`config.mk`:
```
export PLATFORM = sky130hd
export DESIGN_NAME = cmdq_proc
export DESIGN_NICKNAME = d
export VERILOG_FILES = /design/src/rtl/cqp_pkg.sv /design/src/rtl/cqp_geom.sv /design/src/rtl/cqp_decode.sv /design/src/rtl/cmdq_proc.sv
export SDC_FILE = /design/constraint.sdc
export NUM_CORES = 1
export LEC_CHECK = 0
export BUFFER_PORTS_ARGS = -buffer_cell sky130_fd_sc_hd__buf_2
export CORE_UTILIZATION = 30
export DETAILED_ROUTE_END_ITERATION = 7
export PLACE_DENSITY = 0.58
export SLEW_MARGIN = 10
export SYNTH_ARGS = -nofsm -noshare
export SYNTH_HDL_FRONTEND = slang
export SYNTH_SLANG_ARGS = --single-unit
```
`constraint.sdc`:
```
create_clock -name clk -period 6.1 [get_ports clk]
set_input_delay 0.61 -clock clk [delete_from_list [all_inputs] [get_ports clk]]
set_output_delay 0.61 -clock clk [all_outputs]
set_load 0.005 [all_outputs]
```
`src/rtl/cqp_pkg.sv`:
```
package cqp_pkg;

    typedef enum logic [1:0] {
        ST_IDLE  = 2'd0,
        ST_FETCH = 2'd1,
        ST_DISP  = 2'd2
    } cqp_state_e;

    typedef enum logic [1:0] {
        OPK_SYNC    = 2'd0,
        OPK_REFRESH = 2'd1,
        OPK_FORWARD = 2'd2
    } cqp_opkind_e;

    localparam logic [7:0] OPC_SYNC    = 8'h05;
    localparam logic [7:0] OPC_REFRESH = 8'h0D;

endpackage

```
`src/rtl/cqp_geom.sv`:
```
module cqp_geom #(
    parameter int AW         = 48,
    parameter int SZ_W       = 8,
    parameter int OFF_W      = 15,
    parameter int PKT_SHIFT  = 5,
    parameter int UNIT_SHIFT = 7
) (
    input  logic [SZ_W-1:0]  size_i,
    input  logic [AW-1:0]    base_i,
    input  logic [OFF_W-1:0] rd_i,
    input  logic [OFF_W-1:0] wr_i,
    output logic [OFF_W:0]   count_o,
    output logic [OFF_W-1:0] rd_next_o,
    output logic [AW-1:0]    pkt_addr_o,
    output logic             bad_range_o
);
    localparam int CW = OFF_W + 1;

    logic [CW-1:0] units;
    logic [CW-1:0] rd_inc;

    always_comb begin
        units       = CW'(size_i) + CW'(1);
        count_o     = units << UNIT_SHIFT;
        rd_inc      = {1'b0, rd_i} + CW'(1);
        rd_next_o   = (rd_inc >= count_o) ? '0 : rd_inc[OFF_W-1:0];
        pkt_addr_o  = base_i + (AW'(rd_i) << PKT_SHIFT);
        bad_range_o = ({1'b0, wr_i} >= count_o) || ({1'b0, rd_i} >= count_o);
    end

endmodule

```
`src/rtl/cqp_decode.sv`:
```
module cqp_decode
    import cqp_pkg::*;
(
    input  logic [7:0]  opcode_i,
    output cqp_opkind_e kind_o
);
    always_comb begin
        case (opcode_i)
            OPC_SYNC:    kind_o = OPK_SYNC;
            OPC_REFRESH: kind_o = OPK_REFRESH;
            default:     kind_o = OPK_FORWARD;
        endcase
    end

endmodule

```
`src/rtl/cmdq_proc.sv`:
```
module cmdq_proc
    import cqp_pkg::*;
#(
    parameter int AW         = 48,
    parameter int SZ_W       = 8,
    parameter int PAGE_BYTES = 4096,
    parameter int PKT_BYTES  = 32,
    parameter int NCPU       = 4,
    parameter int OFF_W      = $clog2((2 ** SZ_W) * (PAGE_BYTES / PKT_BYTES))
) (
    input  logic             clk,
    input  logic             rst_n,
    input  logic             enable_i,
    input  logic [AW-1:0]    base_i,
    input  logic [SZ_W-1:0]  size_i,
    input  logic [OFF_W-1:0] wr_off_i,
    input  logic             wr_upd_i,
    output logic             mem_req_o,
    output logic [AW-1:0]    mem_addr_o,
    input  logic             mem_rvalid_i,
    input  logic             mem_rerr_i,
    input  logic [63:0]      mem_rdata_i,
    output logic             disp_valid_o,
    output logic [7:0]       disp_opcode_o,
    output logic [63:0]      disp_dw0_o,
    input  logic             disp_done_i,
    input  logic             disp_stall_i,
    output logic [OFF_W-1:0] rd_off_o,
    output logic             stalled_o,
    output logic             cfg_err_o,
    output logic [NCPU-1:0]  refresh_o
);
    localparam int PKT_SHIFT  = $clog2(PKT_BYTES);
    localparam int UNIT_SHIFT = $clog2(PAGE_BYTES / PKT_BYTES);

    typedef struct packed {
        cqp_state_e       state;
        logic [OFF_W-1:0] rd;
        logic [OFF_W-1:0] wr;
        logic             pend;
        logic             stalled;
        logic             cfg_err;
        logic             refresh;
        logic [63:0]      dw0;
    } cqp_regs_t;

    cqp_regs_t r_d, r_q;

    logic [OFF_W:0]   count;
    logic [OFF_W-1:0] rd_next;
    logic [AW-1:0]    pkt_addr;
    logic             bad_range;
    cqp_opkind_e      kind;

    cqp_geom #(
        .AW(AW), .SZ_W(SZ_W), .OFF_W(OFF_W),
        .PKT_SHIFT(PKT_SHIFT), .UNIT_SHIFT(UNIT_SHIFT)
    ) u_geom (
        .size_i     (size_i),
        .base_i     (base_i),
        .rd_i       (r_q.rd),
        .wr_i       (r_q.wr),
        .count_o    (count),
        .rd_next_o  (rd_next),
        .pkt_addr_o (pkt_addr),
        .bad_range_o(bad_range)
    );

    cqp_decode u_dec (
        .opcode_i(mem_rdata_i[7:0]),
        .kind_o  (kind)
    );

    always_comb begin
        r_d         = r_q;
        r_d.cfg_err = 1'b0;
        r_d.refresh = 1'b0;
        if (wr_upd_i) begin
            r_d.wr   = wr_off_i;
            r_d.pend = 1'b1;
        end
        case (r_q.state)
            ST_IDLE: begin
                if (r_q.pend && enable_i && !r_q.stalled) begin
                    if (bad_range) begin
                        r_d.cfg_err = 1'b1;
                        r_d.pend    = wr_upd_i;
                    end else if (r_q.rd == r_q.wr) begin
                        r_d.pend = wr_upd_i;
                    end else begin
                        r_d.state = ST_FETCH;
                    end
                end
            end
            ST_FETCH: begin
                if (mem_rvalid_i) begin
                    if (mem_rerr_i) begin
                        r_d.stalled = 1'b1;
                        r_d.state   = ST_IDLE;
                    end else begin
                        r_d.dw0 = mem_rdata_i;
                        case (kind)
                            OPK_SYNC: begin
                                r_d.rd    = rd_next;
                                r_d.state = ST_IDLE;
                            end
                            OPK_REFRESH: begin
                                r_d.refresh = 1'b1;
                                r_d.rd      = rd_next;
                                r_d.state   = ST_IDLE;
                            end
                            default: r_d.state = ST_DISP;
                        endcase
                    end
                end
            end
            ST_DISP: begin
                if (disp_done_i) begin
                    if (disp_stall_i) r_d.stalled = 1'b1;
                    else              r_d.rd      = rd_next;
                    r_d.state = ST_IDLE;
                end
            end
            default: r_d.state = ST_IDLE;
        endcase
    end

    always_ff @(posedge clk) begin
        if (!rst_n) begin
            r_q       <= '0;
            r_q.state <= ST_IDLE;
        end else begin
            r_q <= r_d;
        end
    end

    assign mem_req_o     = (r_q.state == ST_FETCH);
    assign mem_addr_o    = pkt_addr;
    assign disp_valid_o  = (r_q.state == ST_DISP);
    assign disp_opcode_o = r_q.dw0[7:0];
    assign disp_dw0_o    = r_q.dw0;
    assign rd_off_o      = r_q.rd;
    assign stalled_o     = r_q.stalled;
    assign cfg_err_o     = r_q.cfg_err;

    for (genvar g = 0; g < NCPU; g++) begin : g_refresh
        assign refresh_o[g] = r_q.refresh;
    end

    AST_RESET_QUIET: assert property (@(posedge clk) !rst_n |=> (rd_off_o == '0 && !stalled_o && !mem_req_o && !disp_valid_o));
    AST_OFF_WHEN_DISABLED: assert property (@(posedge clk) disable iff (!rst_n) (!enable_i && !mem_req_o && !disp_valid_o) |=> !mem_req_o);
    AST_ERR_NO_FETCH: assert property (@(posedge clk) disable iff (!rst_n) cfg_err_o |-> !mem_req_o);
    AST_RD_STEP: assert property (@(posedge clk) disable iff (!rst_n) !$stable(rd_off_o) |-> (rd_off_o == $past(rd_off_o) + 1'b1 || rd_off_o == '0));
    AST_STALL_NO_ADVANCE: assert property (@(posedge clk) disable iff (!rst_n) $rose(stalled_o) |-> $stable(rd_off_o));
    AST_ONE_ACTIVITY: assert property (@(posedge clk) disable iff (!rst_n) !(mem_req_o && disp_valid_o));
    AST_REFRESH_PULSE: assert property (@(posedge clk) disable iff (!rst_n) (refresh_o != '0) |=> (refresh_o == '0));
    AST_STALL_STICKY: assert property (@(posedge clk) disable iff (!rst_n) stalled_o |=> stalled_o);
    AST_STALL_NO_REQ: assert property (@(posedge clk) disable iff (!rst_n) stalled_o |-> !mem_req_o);

endmodule

```
==> flow_summary.json <==
{
  "startpoint_type": "register",
  "relSlewSlack": 0.298,
  "grt_pass1_wl_um": 28800,
  "rows": 54,
  "synth-simple-area-share": 0.211,
  "synth.area.mux_share": 0.0220,
  "synthesis.yosys.warnings": 0,
  "synthTopCellsByArea": "dfxtp_1 29%, buf_4 11%, nand2_1 9.3%, ha_1 7.2%, a21boi_0 4.8%",
  "maxSlewViolCount": 0,
  "min_path_type": "register to register",
  "syn_inst": 845,
  "status": "complete, but fails checks",
  "synth_compound_area_frac": 0.170,
  "synth_top_cell_by_area": "dfxtp_1",
  "cts.sinks": 100,
  "rsz0062_at_grt": "no",
  "cp.arrival_ps": 4370,
  "r2r_slack_ps": 2010,
  "yosysMostFrequentCell": "nand2_1",
  "setup_slack_ps": 2010,
  "fp.dieH_um": 153,
  "antenna_found_initial": 10,
  "nets": 1186,
  "synth_top_family_by_area": "simple AND/OR/NAND/NOR gates",
  "grt_use_total": 0.152,
  "ys_ff_latch": 100,
  "multi_input_area_sq_mm": 0.00389,
  "yosys.cell_types.count": 66,
  "path_cells": "and4_1 -> and2_1 -> and4_1 -> and3_1 -> nand3_1 -> xnor2_1 -> ha_1 -> a21o_1 -> a311oi_1 -> nand4_1 -> a21oi_4 -> or4b_1 -> o21ai_1",
  "via_count": 6076,
  "ir_drop_uv": 134,
  "timing.final.crit_share": 0.670,
  "gp_congestion": 0.839,
  "numPortBuffers": 275,
  "cts_buffers": 9,
  "root_buffer": "clkbuf_16",
  "leakage_nw": 3.76,
  "syn_area_sq_mm": 0.00682,
  "post_drt_wl_per_cell_um": 13.8,
  "antenna_left": 0,
  "synth_top_area_share": 0.294,
  "drt_iter0_markers": 304,
  "clock_skew_ps": 9.22,
  "fillers": 2314,
  "setup_violations": 0,
  "routed_wl_um": 17900,
  "io_pins": 286,
  "required_ps": 6380,
  "coreArea_sq_mm": 0.0220,
  "ys.flop_type": "dfxtp_1",
  "tightest_slew_ps": 1050,
  "hold_viol": 0,
  "clock.fmax_mhz": 245,
  "ctsHtreeMaxLevel": 3,
  "seq_area_frac_synth": 0.294,
  "critical_path.endpoint_type": "register",
  "dpl_worst_slack_ps": 2070,
  "drc": 34,
  "holdBufCountCts": 0,
  "crit_type": "register to register",
  "die_area_sq_mm": 0.0233,
  "clk_path_buf_depth": 2,
  "synth_edf_count": 0,
  "grt-ovfl-total": 0,
  "area_growth_pct": 18.4,
  "layout-drive-gt1-share": 0.303,
  "insertion_delay_ps": 350,
  "synthXorXnorAreaFrac": 0.0912,
  "path_clk_slew_ps": 70,
  "cts_tree": "built",
  "synth_nets": 1028,
  "synth_common_cells": "169 x nand2_1, 100 x dfxtp_1, 96 x buf_4",
  "period_needed_ps": 4090,
  "crit_slowest_cell": "dfxtp_1",
  "die_x_um": 153,
  "grt_max_degree": 71,
  "cp_max_fo": 16,
  "setup-tns-final_ps": 0,
  "cts_resized": 0,
  "cp_common_cell": "and4_1",
  "postCtsSetupBuffers": 0,
  "synth-adder-area-share": 0.0759,
  "start_util": 0.310,
  "power_density_mw_per_mm2": 186,
  "drv_cap": 0,
  "avgSynthCellArea_sq_um": 8.07,
  "place_hpwl_um": 14200,
  "grt_pass1_vias": 5672,
  "violations": "DRC",
  "firstDrtPassIters": 7,
  "seq_area_sq_mm": 0.00200,
  "routed_via_density": 4.68,
  "cp_slowest_stage_delay_ps": 580,
  "async_reset_ff_frac": 0
}
-- cell usage in the layout (no fill, tap or decap), types with 3 or more instances in the layout --
| cell | count |
|---|---|
| a211oi_1 | 4 |
| a21boi_0 | 44 |
| a21o_1 | 10 |
| a21oi_1 | 42 |
| a31oi_1 | 12 |
| a32o_1 | 4 |
| and2_1 | 8 |
| and3_1 | 10 |
| and4_1 | 5 |
| buf_2 | 275 |
| buf_4 | 4 |
| clkbuf_16 | 9 |
| dfxtp_1 | 100 |
| diode_2 | 9 |
| ha_1 | 39 |
| inv_1 | 18 |
| mux2i_1 | 15 |
| nand2_1 | 169 |
| nand2b_1 | 3 |
| nand3_1 | 16 |
| nand3b_1 | 7 |
| nand4_1 | 21 |
| nor2_1 | 26 |
| nor2b_1 | 5 |
| nor3_1 | 8 |
| nor3b_1 | 4 |
| nor4_1 | 7 |
| o21a_1 | 5 |
| o21ai_0 | 13 |
| o21ai_1 | 4 |
| or3_1 | 3 |
| xnor2_1 | 36 |
| xor2_1 | 35 |
-- power by group --
group          switching, W  internal, W
registers         0.0000106     0.000664
clock network      0.000268     0.000367
logic             0.0000965    0.0000944
-- worst max-delay path: cells and delay by family (launching register included) --
kind                       cells  cell delay, ps
AOI/OAI and AO/OA              4            1060
xor gates and xnor gates       1             220
adders and majority gates      1             270
DFF                            1             580
and+or+nand+nor                7            1900
-- registers in the layout (all words and copies together), names as in the netlist --
name,cells
cfg_err_o,1
r_q,18
stalled_o,1
disp_dw0_o,64
rd_off_o,15
refresh_o,1
-- final timing paths --
| check | from | to | depth (start not counted) |
|---|---|---|---|
| worst max-delay path | rd_off_o[2]$_SDFFE_PN0P_ | rd_off_o[5]$_SDFFE_PN0P_ | 13 |
| worst min register to register | disp_dw0_o[13]$_SDFFE_PN0P_ | disp_dw0_o[13]$_SDFFE_PN0P_ | 2 |
| worst min-delay path | disp_dw0_o[13]$_SDFFE_PN0P_ | disp_dw0_o[13]$_SDFFE_PN0P_ | 2 |
| worst max register to register | rd_off_o[2]$_SDFFE_PN0P_ | rd_off_o[5]$_SDFFE_PN0P_ | 13 |
-- final cells by class --
| cell class | instances | share of cell area |
|---|---|---|
| multi-input cells | 595 | 0.482 |
| diodes | 9 | 0.00279 |
| repair buffers | 279 | 0.174 |
| inverters | 18 | 0.00837 |
| flip-flops and latches | 100 | 0.248 |
| clock buffers | 9 | 0.0279 |
| well taps | 280 | 0.0434 |
| clock inverters | 7 | 0.0133 |
-- layer usage --
metal	global-route usage	wire length [um]
met1	0.181	7880
met2	0.254	8320
met3	0.0572	1450
met4	0.0414	257
met5	0	29
-- kinds of logic (layout without fill, tap and decap cells) --
family	count (synthesis)	count (layout)
AO/OA/AOI/OAI	166	166
XOR/XNOR	71	71
adder cells (fa/ha/maj)	41	41
buffers and inverters	150	313
flip-flops	100	100
multiplexers	15	15
other	0	9
AND/OR/NAND/NOR	302	302
-- stage by stage --
| step | area [sq um] | power [W] | hold WS, ps | std cells | utilization |
|---|---|---|---|---|---|
| after floorplan | 6820 | 0.000796 | 437 | 845 | - |
| after global placement | 7720 | 0.000881 | 439 | 1272 | 0.350 |
| after detailed placement | 7720 | 0.000882 | 443 | 1272 | 0.350 |
| after CTS | 8050 | 0.00153 | 454 | 1288 | 0.365 |
| after global routing | 8060 | 0.00158 | 474 | 1290 | 0.366 |
| final | 8070 | 0.00150 | 453 | 1297 | 0.367 |
No activity file was read; power rests on OpenSTA's default activity.
